$ cat config.mk
export PLATFORM = sky130hd
export DESIGN_NAME = stkptr_unit
export DESIGN_NICKNAME = d
export VERILOG_FILES = /design/src/rtl/stkptr_pkg.sv /design/src/rtl/stkptr_regs.sv /design/src/rtl/stkptr_seq.sv /design/src/rtl/stkptr_unit.sv
export SDC_FILE = /design/constraint.sdc
export NUM_CORES = 1
export LEC_CHECK = 0
export BUFFER_PORTS_ARGS = -buffer_cell sky130_fd_sc_hd__buf_4
export CORE_MARGIN = 2
export CORE_UTILIZATION = 59
export DETAILED_ROUTE_END_ITERATION = 6
export GPL_ROUTABILITY_DRIVEN = 0
export GPL_TIMING_DRIVEN = 1
export PLACE_DENSITY_LB_ADDON = 0.05
export SYNTH_ARGS = -nofsm -noshare
export SYNTH_HDL_FRONTEND = slang
export SYNTH_SLANG_ARGS = --single-unit
export TNS_END_PERCENT = 20
$ cat constraint.sdc
create_clock -name clk -period 7.65 [get_ports clk]
set_clock_uncertainty 0.15 [all_clocks]
set_input_delay 2.295 -clock clk [delete_from_list [all_inputs] [get_ports clk]]
set_output_delay 2.295 -clock clk [all_outputs]
set_load 0.01 [all_outputs]
$ cat src/rtl/stkptr_pkg.sv
package stkptr_pkg;

    localparam int BYTE_W = 8;
    localparam int WORD_W = 2 * BYTE_W;

    typedef enum logic [1:0] {
        ST_IDLE = 2'd0,
        ST_LO   = 2'd1,
        ST_HI   = 2'd2
    } xfer_st_e;

    typedef enum logic [1:0] {
        WSEL_UPTR  = 2'd0,
        WSEL_SPTR  = 2'd1,
        WSEL_UBANK = 2'd2,
        WSEL_SBANK = 2'd3
    } wsel_e;

endpackage

$ cat src/rtl/stkptr_regs.sv
module stkptr_regs
    import stkptr_pkg::*;
#(
    parameter int PTR_W  = 16,
    parameter int BANK_W = 8
) (
    input  logic              clk,
    input  logic              rst_n,
    input  logic              irq_ack,
    input  logic              mode_wr_en,
    input  logic              mode_wr_val,
    input  logic              sw_wr_en,
    input  logic [1:0]        sw_wr_sel,
    input  logic [PTR_W-1:0]  sw_wr_data,
    input  logic              upd_en,
    input  logic              upd_sys,
    input  logic [PTR_W-1:0]  upd_ptr,
    output logic [PTR_W-1:0]  usp,
    output logic [PTR_W-1:0]  ssp,
    output logic [BANK_W-1:0] ubank,
    output logic [BANK_W-1:0] sbank,
    output logic              mode
);

    typedef struct packed {
        logic              mode;
        logic [PTR_W-1:0]  usp;
        logic [PTR_W-1:0]  ssp;
        logic [BANK_W-1:0] ubank;
        logic [BANK_W-1:0] sbank;
    } regs_t;

    regs_t r_d, r_q;

    always_comb begin
        r_d = r_q;
        if (irq_ack) begin
            r_d.mode = 1'b1;
        end else if (mode_wr_en) begin
            r_d.mode = mode_wr_val;
        end
        if (sw_wr_en) begin
            case (wsel_e'(sw_wr_sel))
                WSEL_UPTR:  r_d.usp   = sw_wr_data;
                WSEL_SPTR:  r_d.ssp   = sw_wr_data;
                WSEL_UBANK: r_d.ubank = sw_wr_data[BANK_W-1:0];
                WSEL_SBANK: r_d.sbank = sw_wr_data[BANK_W-1:0];
                default:    r_d = r_q;
            endcase
        end
        if (upd_en) begin
            if (upd_sys) begin
                r_d.ssp = upd_ptr;
            end else begin
                r_d.usp = upd_ptr;
            end
        end
    end

    always_ff @(posedge clk or negedge rst_n) begin
        if (!rst_n) begin
            r_q.mode <= 1'b1;
        end else begin
            r_q <= r_d;
        end
    end

    assign usp   = r_q.usp;
    assign ssp   = r_q.ssp;
    assign ubank = r_q.ubank;
    assign sbank = r_q.sbank;
    assign mode  = r_q.mode;


    irq_forces_sys_chk: assert property (@(posedge clk) disable iff (!rst_n)
        irq_ack |=> mode);


    sw_vs_update_chk: assert property (@(posedge clk) disable iff (!rst_n)
        upd_en |-> !sw_wr_en);

endmodule

$ cat src/rtl/stkptr_seq.sv
module stkptr_seq
    import stkptr_pkg::*;
#(
    parameter int PTR_W  = 16,
    parameter int BANK_W = 8
) (
    input  logic                     clk,
    input  logic                     rst_n,
    input  logic                     push_req,
    input  logic                     pop_req,
    input  logic [WORD_W-1:0]        push_data,
    input  logic                     eff_sys,
    input  logic [PTR_W-1:0]         act_ptr,
    input  logic [BANK_W-1:0]        act_bank,
    input  logic [BYTE_W-1:0]        mem_rdata,
    output logic                     accept,
    output logic                     busy,
    output logic                     upd_en,
    output logic                     upd_sys,
    output logic [PTR_W-1:0]         upd_ptr,
    output logic                     mem_en,
    output logic                     mem_we,
    output logic [BANK_W+PTR_W-1:0]  mem_addr,
    output logic [BYTE_W-1:0]        mem_wdata,
    output logic                     done,
    output logic [WORD_W-1:0]        pop_data
);

    localparam logic [PTR_W-1:0] STEP = PTR_W'(2);
    localparam logic [PTR_W-1:0] ONE  = PTR_W'(1);

    typedef struct packed {
        xfer_st_e           st;
        logic               sys;
        logic               is_push;
        logic [BANK_W-1:0]  bank;
        logic [PTR_W-1:0]   base;
        logic [WORD_W-1:0]  wdata;
        logic [BYTE_W-1:0]  rlo;
        logic [WORD_W-1:0]  pop_data;
        logic               done;
    } seq_t;

    seq_t s_d, s_q;

    always_comb begin
        s_d     = s_q;
        s_d.done = 1'b0;
        upd_en  = 1'b0;
        upd_sys = s_q.sys;
        upd_ptr = s_q.base;
        accept  = 1'b0;
        case (s_q.st)
            ST_IDLE: begin
                if (push_req || pop_req) begin
                    accept    = 1'b1;
                    s_d.st    = ST_LO;
                    s_d.sys   = eff_sys;
                    s_d.bank  = act_bank;
                    s_d.wdata = push_data;
                    if (push_req) begin
                        s_d.is_push = 1'b1;
                        s_d.base    = act_ptr - STEP;
                        upd_en      = 1'b1;
                        upd_sys     = eff_sys;
                        upd_ptr     = act_ptr - STEP;
                    end else begin
                        s_d.is_push = 1'b0;
                        s_d.base    = act_ptr;
                    end
                end
            end
            ST_LO: begin
                if (!s_q.is_push) begin
                    s_d.rlo = mem_rdata;
                end
                s_d.st = ST_HI;
            end
            ST_HI: begin
                s_d.st   = ST_IDLE;
                s_d.done = 1'b1;
                if (!s_q.is_push) begin
                    s_d.pop_data = {mem_rdata, s_q.rlo};
                    upd_en       = 1'b1;
                    upd_sys      = s_q.sys;
                    upd_ptr      = s_q.base + STEP;
                end
            end
            default: s_d.st = ST_IDLE;
        endcase
    end

    always_ff @(posedge clk or negedge rst_n) begin
        if (!rst_n) begin
            s_q <= '0;
        end else begin
            s_q <= s_d;
        end
    end

    assign busy      = (s_q.st != ST_IDLE);
    assign mem_en    = busy;
    assign mem_we    = busy && s_q.is_push;
    assign mem_addr  = {s_q.bank, (s_q.st == ST_HI) ? (s_q.base + ONE) : s_q.base};
    assign mem_wdata = (s_q.st == ST_HI) ? s_q.wdata[WORD_W-1:BYTE_W] : s_q.wdata[BYTE_W-1:0];
    assign done      = s_q.done;
    assign pop_data  = s_q.pop_data;


    done_single_chk: assert property (@(posedge clk) disable iff (!rst_n)
        done |=> !done);


    hi_byte_offset_chk: assert property (@(posedge clk) disable iff (!rst_n)
        (s_q.st == ST_HI) |-> (mem_addr[PTR_W-1:0] == PTR_W'($past(mem_addr[PTR_W-1:0]) + ONE))
                              && $stable(mem_addr[BANK_W+PTR_W-1:PTR_W]));


    first_addr_chk: assert property (@(posedge clk) disable iff (!rst_n)
        accept |=> mem_en && (mem_addr == {$past(act_bank),
            ($past(push_req) ? PTR_W'($past(act_ptr) - STEP) : $past(act_ptr))}));


    busy_no_accept_chk: assert property (@(posedge clk) disable iff (!rst_n)
        busy |-> !accept);

endmodule

$ cat src/rtl/stkptr_unit.sv
module stkptr_unit
    import stkptr_pkg::*;
#(
    parameter int PTR_W  = 16,
    parameter int BANK_W = 8
) (
    input  logic                     clk,
    input  logic                     rst_n,
    input  logic                     irq_ack,
    input  logic                     mode_wr_en,
    input  logic                     mode_wr_val,
    input  logic                     push_req,
    input  logic [15:0]              push_data,
    input  logic                     pop_req,
    output logic [15:0]              pop_data,
    output logic                     done,
    output logic                     busy,
    input  logic                     sw_wr_en,
    input  logic [1:0]               sw_wr_sel,
    input  logic [PTR_W-1:0]         sw_wr_data,
    output logic [PTR_W-1:0]         usp_o,
    output logic [PTR_W-1:0]         ssp_o,
    output logic [BANK_W-1:0]        ubank_o,
    output logic [BANK_W-1:0]        sbank_o,
    output logic                     mode_o,
    output logic                     mem_en,
    output logic                     mem_we,
    output logic [BANK_W+PTR_W-1:0]  mem_addr,
    output logic [7:0]               mem_wdata,
    input  logic [7:0]               mem_rdata
);

    logic              accept;
    logic              eff_sys;
    logic              sw_go;
    logic              push_go;
    logic              upd_en;
    logic              upd_sys;
    logic [PTR_W-1:0]  upd_ptr;
    logic [PTR_W-1:0]  act_ptr;
    logic [BANK_W-1:0] act_bank;

    assign eff_sys  = irq_ack | mode_o;
    assign act_ptr  = eff_sys ? ssp_o : usp_o;
    assign act_bank = eff_sys ? sbank_o : ubank_o;
    assign sw_go    = sw_wr_en && !busy && !accept;
    assign push_go  = accept && push_req;

    stkptr_regs #(
        .PTR_W  (PTR_W),
        .BANK_W (BANK_W)
    ) u_regs (
        .clk         (clk),
        .rst_n       (rst_n),
        .irq_ack     (irq_ack),
        .mode_wr_en  (mode_wr_en),
        .mode_wr_val (mode_wr_val),
        .sw_wr_en    (sw_go),
        .sw_wr_sel   (sw_wr_sel),
        .sw_wr_data  (sw_wr_data),
        .upd_en      (upd_en),
        .upd_sys     (upd_sys),
        .upd_ptr     (upd_ptr),
        .usp         (usp_o),
        .ssp         (ssp_o),
        .ubank       (ubank_o),
        .sbank       (sbank_o),
        .mode        (mode_o)
    );

    stkptr_seq #(
        .PTR_W  (PTR_W),
        .BANK_W (BANK_W)
    ) u_seq (
        .clk       (clk),
        .rst_n     (rst_n),
        .push_req  (push_req),
        .pop_req   (pop_req),
        .push_data (push_data),
        .eff_sys   (eff_sys),
        .act_ptr   (act_ptr),
        .act_bank  (act_bank),
        .mem_rdata (mem_rdata),
        .accept    (accept),
        .busy      (busy),
        .upd_en    (upd_en),
        .upd_sys   (upd_sys),
        .upd_ptr   (upd_ptr),
        .mem_en    (mem_en),
        .mem_we    (mem_we),
        .mem_addr  (mem_addr),
        .mem_wdata (mem_wdata),
        .done      (done),
        .pop_data  (pop_data)
    );


    push_predec_chk: assert property (@(posedge clk) disable iff (!rst_n)
        push_go |=> (($past(eff_sys) ? ssp_o : usp_o) == PTR_W'($past(act_ptr) - PTR_W'(2))));


    user_push_keeps_sys_chk: assert property (@(posedge clk) disable iff (!rst_n)
        (push_go && !eff_sys) |=> ($stable(ssp_o) && $stable(sbank_o)));


    sys_push_keeps_user_chk: assert property (@(posedge clk) disable iff (!rst_n)
        (push_go && eff_sys) |=> ($stable(usp_o) && $stable(ubank_o)));

endmodule

==> qor.yml, run 1 <==
nets: 829
vias: 5657
hp-class: "flip-flop to flip-flop"
clock_path_buffers: 2
most-common-layout-cells: "157 x buf_4, 122 x nand2_1, 69 x dfrtp_1"
cts.sinks: 118
clk_latency_ps: 410
synth-edff-count: 48
wl_um: 18000
max_freq_ghz: 0.191
htree_levels: 4
post-route-drc-count: 0
r2r_slack_ps: 4060
die_width_um: 112
num_rows: 39
finalSetupTns_ps: 0
path_clk_slew_ps: 50
startpoint: "u_seq.s_q[43]$_DFFE_PN0P_"
power_per_cell_area_nw_per_um2: 431
cp_max_fo: 8
whs_ps: 321
grt_pass1_wl_um: 28500
power_frac_seq_pct: 34.4
holdCritStartpoint: "u_seq.s_q[38]$_DFFE_PN0P_"
ioPinCount: 151
grt_pass1_vias: 5495
drt-initial-drc-count: 627
synth_nets: 719
yosys_register_bits: 118
wire_per_inst_um: 19.3
final_common_cell: "buf_4"
leakagePower_nw: 3.70
io_buffers: 150
crit_type: "flip-flop to output pin"
dominantRegCellSynth: "dfrtp_1"
critical_path.slowest_cell: "nor4b_1"
grt-ovfl-total: 0
cpLargestDelayFamily: "simple AND/OR/NAND/NOR gates"
worstSetupStartpointType: "flip-flop"
diodes: 0
postSynth.asyncResetShare_pct: 59.3
n_fill_cell: 807
worstReg2RegStart: "u_regs.mode$_DFFE_PN1P_"
syn-mean-instance-area_um2: 10.3
track_usage_pct: 29.2
dieArea_um2: 12500
seq_area_frac_synth_pct: 46.6
status: "complete, no violations"
maxCapViolCount: 0
finalHoldViolations: 0
drive_gt1_share_pct: 33.9
rr_endpoint: "u_regs.usp[15]$_DFFE_PP_"
max_stage_delay_ps: 550
worstPathRequired_ps: 5200
firstDrtPassIters: 7
holdPathEnd: "u_seq.s_q[38]$_DFFE_PN0P_"
worstMarginPinSlew_ps: 1120
cts_post_setup_buffers_inserted: 0
fin_crit_sh_pct: 68.3
crit_path_end_kind: "output pin"
synthCells: 665
crit_buf_inv: 1
area.growth.synth_to_final_pct: 22.7
start_util_pct: 60.2
grt_max_degree: 66
internal_power_w: 0.00220
crit_path_cell_trace: "ha_1 > nand2_1 > nor4b_1 > nand3_1 > nor2_1 > nand3_1 > xnor2_1 > buf_4"
yosysWarnings: 0
rsz0062_at_grt: "false"
cts-root-buf: "clkbuf_16"
critPathMostFrequentCell: "nand3_1"
power_switching_w: 0.00142
cts_buffers: 17
rr_worst_depth: 9
hold_depth: 2
detail-route-antenna-nets: 0
ctsHoldBuffers: 0
fin_crit_ps: 5230
slew_headroom_pct: 25.4
cts_tree: "yes"
cts_resized: 0
pwr-share-clk_pct: 21.5
worstPathArrival_ps: 2780
core_um2: 11400
antenna_found_initial: 1
die_h_um: 112
finalSetupViolations: 0
peakVddDrop_mv: 0.259
comb_power_share_pct: 44.1
vias_per_cell: 6.08
synth_area_um2: 6850
drv_slew: 0
dpl.hpwl_um: 12400
switching_share_pct: 39.3
synthDistinctLibCells: 63
==> metal layers <==
metal | wire [µm] | part of all wire (%) | vias to the layer above | track usage (%)
li1 | - | - | 2578 | -
met4 | 388 | 2.2 | 2 | 10.5
met1 | 7130 | 40 | 2688 | 38.3
met2 | 8620 | 48 | 339 | 46.3
met3 | 1840 | 10 | 50 | 8.71
met5 | 13 | 0.072 | - | 0
==> registers in the layout, summed over array words and instances, names as in the netlist <==
register,count
u_regs.mode,1
u_seq.mem_addr,8
u_seq.s_q,44
u_seq.pop_data,16
u_seq.done,1
u_regs.usp,16
u_regs.sbank,8
u_regs.ubank,8
u_regs.ssp,16
==> power groups by stage <==
| stage | registers, W | logic, W | clock network [W] |
|---|---|---|---|
| 4_1_cts | 0.00123 | 0.00159 | 0.000787 |
| 3_3_place_gp | 0.00122 | 0.00154 | 0 |
| 2_1_floorplan | 0.00113 | 0.00114 | 0 |
| 6_report | 0.00124 | 0.00160 | 0.000779 |
| 5_1_grt | 0.00128 | 0.00174 | 0.000820 |
| 3_5_place_dp | 0.00124 | 0.00158 | 0 |
==> metrics by stage <==
stage	instance area [µm²]	total power (W)	cells	setup slack, ps	util (%)
6_report	8400	0.00362	931	2420	73.9
5_1_grt	8400	0.00384	931	2260	73.9
3_3_place_gp	7820	0.00277	899	2410	68.7
4_1_cts	8400	0.00361	931	2460	73.9
3_5_place_dp	7820	0.00282	899	2240	68.7
2_1_floorplan	6850	0.00227	665	2260	-
==> worst max-delay path by stage <==
| stage | endpoint | slack [ps] | depth (start not counted) |
|---|---|---|---|
| floorplan | u_regs.ssp[13]$_DFFE_PP_ | 2260 | 13 |
| global placement | u_regs.usp[13]$_DFFE_PP_ | 2410 | 10 |
| detailed placement | u_regs.usp[15]$_DFFE_PP_ | 2240 | 10 |
| CTS | mem_addr[14] | 2460 | 6 |
| global route | mem_addr[14] | 2260 | 6 |
| finish | mem_addr[13] | 2420 | 8 |
==> tightest hold or removal path: stages, from the launching register on <==
cell	delay, ps
dfrtp_1	340
nand2_1	50
nand2_1	50
==> cell usage after synthesis, drive strengths merged, types with 3 or more instances <==
cell type	number	area, µm²
nand2	122	458
dfrtp	69	1730
mux2	60	679
o21ai	54	270
buf	48	337
edfxtp	48	1440
mux2i	40	404
nor2	33	145
xnor2	27	236
clkbuf	18	67.6
a21oi	17	92.6
nand3	15	75.1
nand4	12	75.1
xor2	10	87.6
nor3	9	67.6
nor4	8	80.1
o31ai	6	45.0
o221ai	5	43.8
o31a	5	43.8
a22oi	4	30.0
and2	4	25.0
ha	4	50.1
inv	4	15.0
a31oi	3	18.8
and3	3	18.8
and4	3	26.3
nor2b	3	18.8
==> cells by family (layout without fill, tap and decap cells) <==
| kind of cell | after synthesis | after routing | synth area share (%) |
|---|---|---|---|
| and+or+nand+nor | 224 | 224 | 15.9 |
| DFF | 118 | 118 | 46.6 |
| AOI/OAI and AO/OA | 110 | 110 | 9.90 |
| muxes | 100 | 100 | 15.8 |
| buffers and inverters | 72 | 195 | 6.23 |
| xor gates and xnor gates | 37 | 37 | 4.73 |
| adders and majority gates | 4 | 4 | 0.731 |
==> layout make-up <==
cell class | count | area [µm²] | share of cell area, %
inverters | 6 | 22.5 | 0.268
repair buffers | 157 | 1180 | 14.0
well taps | 143 | 179 | 2.13
multi-input cells | 475 | 3240 | 38.6
flip-flops and latches | 118 | 3190 | 38.0
clock inverters | 10 | 92.6 | 1.10
clock buffers | 22 | 495 | 5.90
No activity file was read; power rests on OpenSTA's default activity.
==> inputs of run 2 (changes only) <==
Settings changed: ABC_AREA set to 1, CORE_UTILIZATION 59 to 50.
Clock period 7.65 ns to 4.53 ns, I/O delays scaled along.
==> run 2 against run 1 <==
Effect of this change: first-iteration DRC count fell by 28%; setup slack got worse by 1800 ps; area after synthesis rose by 1.0%; global-route usage fell by 2.8 points; highest routed layer is now met4; sequential share of layout area fell by 0.46 points; critical endpoint is now mem_addr[15]; via count rose by 11%.
==> qor.yml, run 2 <==
synth-edff-count: 48  # unchanged
peakVddDrop_mv: 0.271  # +4.7%
crit_type: "flip-flop to output pin"
cts-root-buf: "clkbuf_16"
synth_top_area_share_pct: 25.0  # -0.26 points
wl_um: 18900  # +5.0%
rsz0062_at_grt: "false"
seq_area_frac_synth_pct: 46.2  # -0.48 points
largest_register: "u_seq.s_q"
synth_area_leader_cell: "dfrtp_1"
htree_levels: 4  # unchanged
place_inst: 1127  # +25%
die_width_um: 122  # +8.9%
dieArea_um2: 14800  # +19%
path_clk_slew_ps: 60  # about the same
grt_pass1_wl_um: 30300  # +6.1%
most-common-layout-cells: "237 x nand2_1, 162 x buf_4, 88 x inv_1"
postSynth.asyncResetShare_pct: 59.3  # unchanged
crit_path_end_kind: "output pin"
fin_crit_sh_pct: 85.8
synth.top_cells.by_count: "237 x nand2_1, 88 x inv_1, 69 x dfrtp_1"
vias_per_cell: 5.40  # -11%
worstMarginPinSlew_ps: 679  # -439 ps
hp-class: "flip-flop to flip-flop"
leakagePower_nw: 4.09  # +11%
cts_tree: "yes"
cts_buffers: 17  # unchanged
final_common_cell: "nand2_1"
yosysMostFrequentCell: "nand2_1"
finalHoldViolations: 0  # unchanged
antenna_found_initial: 0  # -1
finalSetupViolations: 0  # unchanged
drt-initial-drc-count: 450  # -28%
fin_crit_ps: 3890
grt_max_degree: 57  # -14%
finalSetupTns_ps: 0  # unchanged
nets: 1024  # +24%
slew_headroom_pct: 54.7  # +29 points
synth_top_cells_by_area: "dfrtp_1 25%, edfxtp_1 21%, nand2_1 13%"
maxCapViolCount: 0  # unchanged
stdcell_count: 1159  # +24%
post-route-drc-count: 0  # unchanged
drive_gt1_share_pct: 25.7  # -8.1 points
ctsHoldBuffers: 0  # unchanged
firstDrtPassIters: 5  # -2
power_switching_w: 0.00257  # +81%
dominantRegCellSynth: "dfrtp_1"
largest_reg_flops: 44  # unchanged
yosys_register_bits: 118  # unchanged
num_rows: 42  # +7.7%
drv_slew: 0  # unchanged
internal_power_w: 0.00346  # +57%
power_frac_seq_pct: 32.5  # -1.9 points
cp_max_fo: 9  # +1
worstPathArrival_ps: 2380  # -400 ps
ioPinCount: 151  # unchanged
detail-route-antenna-nets: 0  # unchanged
placed_cell_area_um2: 7970  # +2.0%
max_freq_ghz: 0.257
wire_per_inst_um: 16.3  # -16%
worstPathRequired_ps: 3020  # -2180 ps
track_usage_pct: 26.3  # -2.8 points
clk_latency_ps: 420  # about the same
power_per_cell_area_nw_per_um2: 709  # +65%
yosysWarnings: 0  # unchanged
io_buffers: 150  # unchanged
clock_path_buffers: 2  # unchanged
synth_area_um2: 6920  # +1.0%
synth_nets: 907  # +26%
diodes: 0  # unchanged
synthCells: 853  # +28%
comb_power_share_pct: 47.5  # +3.4 points
dpl.hpwl_um: 13700  # +11%
core_um2: 13400  # +18%
die_h_um: 122  # +8.9%
status: "complete, no violations"
worstSetupStartpointType: "flip-flop"
pwr-share-clk_pct: 20.0  # -1.5 points
syn-mean-instance-area_um2: 8.11  # -21%
vias: 6254  # +11%
grt_pass1_vias: 6201  # +13%
grt-ovfl-total: 0  # unchanged
cts_resized: 0  # unchanged
cts.sinks: 118  # unchanged
start_util_pct: 51.6  # -8.6 points
cts_post_setup_buffers_inserted: 0  # unchanged
switching_share_pct: 42.6  # +3.3 points
synthDistinctLibCells: 49  # -22%
area.growth.synth_to_final_pct: 22.9
fin_area_um2: 8510  # +1.2%
[run 2: critical path, cell delays in order, from the launching register on]
cell,delay (ps)
dfrtp_1,560
nor2_4,210
nand3_1,140
nor2_1,200
nand2_1,140
nor2_1,280
nand2_1,110
xor2_1,170
buf_4,150
[run 2: logic make-up after synthesis]
| logic type | Yosys count | share of synthesized area, % |
|---|---|---|
| xor+xnor | 23 | 2.91 |
| simple gates | 379 | 24.2 |
| flops | 118 | 46.2 |
| compound gates | 163 | 13.9 |
| buf+inv | 158 | 10.7 |
| fa+ha+maj | 4 | 0.723 |
| mux | 8 | 1.30 |
[run 2: metal layers]
layer | track usage [%] | wire, µm | up-vias
li1 | - | - | 2998
met1 | 32.8 | 7810 | 2990
met2 | 45.1 | 9420 | 227
met3 | 4.63 | 1120 | 39
met4 | 11.4 | 539 | 0
met5 | 0 | 0 | -
[run 2: power by group through the flow]
stage | clock network, W | logic, W | registers [W]
after floorplan | 0 | 0.00193 | 0.00189
after global placement | 0 | 0.00279 | 0.00195
after detailed placement | 0 | 0.00284 | 0.00197
after CTS | 0.00122 | 0.00287 | 0.00195
after global routing | 0.00128 | 0.00318 | 0.00201
final | 0.00121 | 0.00286 | 0.00196
[run 2: cell type report]
cell class	count	area (µm²)
Timing Repair Buffer	162	1220
Clock inverter	15	108
Inverter	94	353
Clock buffer	17	425
Sequential cell	118	3190
Multi-Input combinational cell	577	2990
Tap cell	176	220
Fill cell	1197	4890
[run 2: final timing paths]
check	start	to	slack, ps	cells after the start
max	u_seq.s_q[67]$_DFFE_PN0P_	mem_addr[15]	640	8
min	u_seq.s_q[28]$_DFFE_PN0P_	u_seq.s_q[28]$_DFFE_PN0P_	320	2
max reg2reg	u_seq.s_q[67]$_DFFE_PN0P_	u_regs.ssp[6]$_DFFE_PP_	1480	6
min reg2reg	u_seq.s_q[28]$_DFFE_PN0P_	u_seq.s_q[28]$_DFFE_PN0P_	320	2
max in group asynchronous	rst_n	u_seq.mem_addr[17]$_DFFE_PN0P_	2110	3
min in group asynchronous	rst_n	u_seq.s_q[56]$_DFFE_PN0P_	700	1
[run 2: through the flow]
stage                     setup slack, ps  util, %  total power, W  hold WS, ps
after detailed placement              693     59.5         0.00481          310
after global routing                  506     63.5         0.00647          350
final                                 645     63.5         0.00603          321
after floorplan                      1300        -         0.00383          292
after CTS                             673     63.5         0.00604          323
after global placement                756     59.5         0.00475          303
==> inputs of run 3 (changes only) <==
Settings changed: BUFFER_PORTS_ARGS -buffer_cell sky130_fd_sc_hd__buf_4 to -buffer_cell sky130_fd_sc_hd__buf_2, CORE_UTILIZATION 50 to 51, CTS_BUF_LIST set to sky130_fd_sc_hd__clkbuf_4 sky130_fd_sc_hd__clkbuf_8, CTS_CLUSTER_SIZE set to 16.
==> run 3 against run 2 <==
Effect of this change: hold slack gained 9.8 ps; sequential share of layout area is 2.2 points higher; setup slack got worse by 230 ps; non-clock buffer count decreased by 1; final area shrank 5.6%; count of clock-buffer cells in the layout increased by 2; global-route usage decreased by 0.32 points; clock power decreased by 12%; core utilization decreased by 2.9 points; critical path depth unchanged; largest cell class unchanged.
==> qor.yml, run 3 (synthesis gave the netlist of run 2 again) <==
largest_register: "u_seq.s_q"
pwr-share-clk_pct: 18.9  # -1.1 points
final_common_cell: "nand2_1"
placed_cell_area_um2: 7590  # -4.8%
max_stage_delay_ps: 550  # about the same
power_per_cell_area_nw_per_um2: 702  # -0.97%
finalSetupViolations: 0  # unchanged
dpl.hpwl_um: 13500  # -2.2%
ioPinCount: 151  # unchanged
path_clk_slew_ps: 70  # about the same
diodes: 0  # unchanged
die_h_um: 120  # -0.95%
vias_per_cell: 5.30  # -1.8%
critical_path.slowest_cell: "dfrtp_1"
firstDrtPassIters: 5  # unchanged
grt_pass1_wl_um: 29600  # -2.2%
crit_path_end_kind: "output pin"
leakagePower_nw: 3.92  # -4.2%
vias: 6139  # -1.8%
cp_max_fo: 18  # +9
cts_post_setup_buffers_inserted: 0  # unchanged
hold_depth: 2  # unchanged
crit_path_cell_trace: "nor2_4 > nand3_1 > nor2_1 > nand2_1 > nor2_1 > nand2_1 > xor2_1 > buf_2"
cts_tree: "yes"
hp-class: "flip-flop to flip-flop"
htree_levels: 4  # unchanged
grt-ovfl-total: 0  # unchanged
clk_latency_ps: 450  # +30 ps
maxCapViolCount: 0  # unchanged
dp_slack_ps: 662  # -31.2 ps
cts.sinks: 118  # unchanged
rr_worst_depth: 6  # unchanged
worstPathRequired_ps: 3020  # about the same
internal_power_w: 0.00317  # -8.4%
most-common-layout-cells: "237 x nand2_1, 149 x buf_2, 88 x inv_1"
rsz0062_at_grt: "false"
drive_gt1_share_pct: 25.6  # -0.18 points
dieArea_um2: 14500  # -1.9%
setup_slack_ps: 417  # -228 ps
switching_share_pct: 43.7  # +1.1 points
fin_area_um2: 8030  # -5.6%
wire_per_inst_um: 15.9  # -2.8%
nets: 1023  # -0.098%
die_width_um: 120  # -0.95%
worstMarginPinSlew_ps: 620  # -59.5 ps
slew_headroom_pct: 58.3  # +3.6 points
grt_pass1_vias: 6026  # -2.8%
comb_power_share_pct: 46.6  # -0.9 points
fin_crit_sh_pct: 90.8  # +5.0 points
antenna_found_initial: 0  # unchanged
post-route-drc-count: 0  # unchanged
cts-root-buf: "clkbuf_8"
power_switching_w: 0.00246  # -4.1%
status: "complete, no violations"
io_buffers: 150  # unchanged
finalHoldViolations: 0  # unchanged
drt-initial-drc-count: 402  # -11%
crit_type: "flip-flop to output pin"
finalSetupTns_ps: 0  # unchanged
track_usage_pct: 26.0  # -0.32 points
peakVddDrop_mv: 0.385  # +42%
ctsHoldBuffers: 0  # unchanged
start_util_pct: 52.2  # +0.61 points
clock_path_buffers: 2  # unchanged
num_rows: 42  # unchanged
largest_reg_flops: 44  # unchanged
wl_um: 18400  # -2.8%
cts_resized: 0  # unchanged
detail-route-antenna-nets: 0  # unchanged
drv_slew: 0  # unchanged
cts_buffers: 17  # unchanged
worstSetupStartpointType: "flip-flop"
grt_max_degree: 43  # -25%
fin_crit_ps: 4110  # +228 ps
area.growth.synth_to_final_pct: 16.0
power_frac_seq_pct: 34.5  # +2.0 points
core_um2: 13200  # -1.2%
max_freq_ghz: 0.243  # -5.5%
worstPathArrival_ps: 2600  # +220 ps
run 3: routing by layer:
layer | track usage (%) | up-vias | wire length (µm)
met4 | 9.23 | 0 | 406
met1 | 32.9 | 2919 | 7890
li1 | - | 3000 | -
met2 | 44.6 | 189 | 9070
met3 | 4.86 | 31 | 992
met5 | 0 | - | 0
run 3: final timing paths:
path                                            from                         to  slack, ps
min in group asynchronous                      rst_n  u_seq.s_q[48]$_DFFE_PN0P_        780
setup reg to reg           u_seq.s_q[67]$_DFFE_PN0P_    u_regs.ssp[8]$_DFFE_PP_       1640
hold reg to reg            u_seq.s_q[34]$_DFFE_PN0P_  u_seq.s_q[34]$_DFFE_PN0P_        330
max in group asynchronous                      rst_n  u_seq.s_q[36]$_DFFE_PN0P_       2110
setup / recovery           u_seq.s_q[67]$_DFFE_PN0P_               mem_addr[13]        420
hold / removal             u_seq.s_q[34]$_DFFE_PN0P_  u_seq.s_q[34]$_DFFE_PN0P_        330
run 3: through the flow:
stage | util (%) | total power [W] | hold slack, ps | cells
final | 60.6 | 0.00563 | 330 | 1158
after floorplan | - | 0.00383 | 292 | 853
after global placement | 57.3 | 0.00452 | 304 | 1126
after CTS | 60.6 | 0.00567 | 330 | 1158
after global routing | 60.6 | 0.00608 | 359 | 1158
after detailed placement | 57.3 | 0.00458 | 314 | 1126
run 3: power groups by stage:
| stage | logic [W] | clock network (W) | registers (W) |
|---|---|---|---|
| 2_1_floorplan | 0.00193 | 0 | 0.00189 |
| 3_3_place_gp | 0.00258 | 0 | 0.00194 |
| 3_5_place_dp | 0.00262 | 0 | 0.00196 |
| 4_1_cts | 0.00264 | 0.00109 | 0.00194 |
| 5_1_grt | 0.00294 | 0.00114 | 0.00200 |
| 6_report | 0.00262 | 0.00107 | 0.00194 |
run 3: final cells by class:
class	count	area (µm²)
well taps	176	220
fillers	1237	5220
repair buffers	161	836
inverters	94	353
clock buffers	19	255
clock inverters	13	179
multi-input cells	577	2990
flip-flops and latches	118	3190
run 3: worst max-delay path: cells and delay by family (launching register included):
kind          cells  cell delay (ps)
simple gates      6             1270
xor+xnor          1              170
flops             1              550
buf+inv           1              160
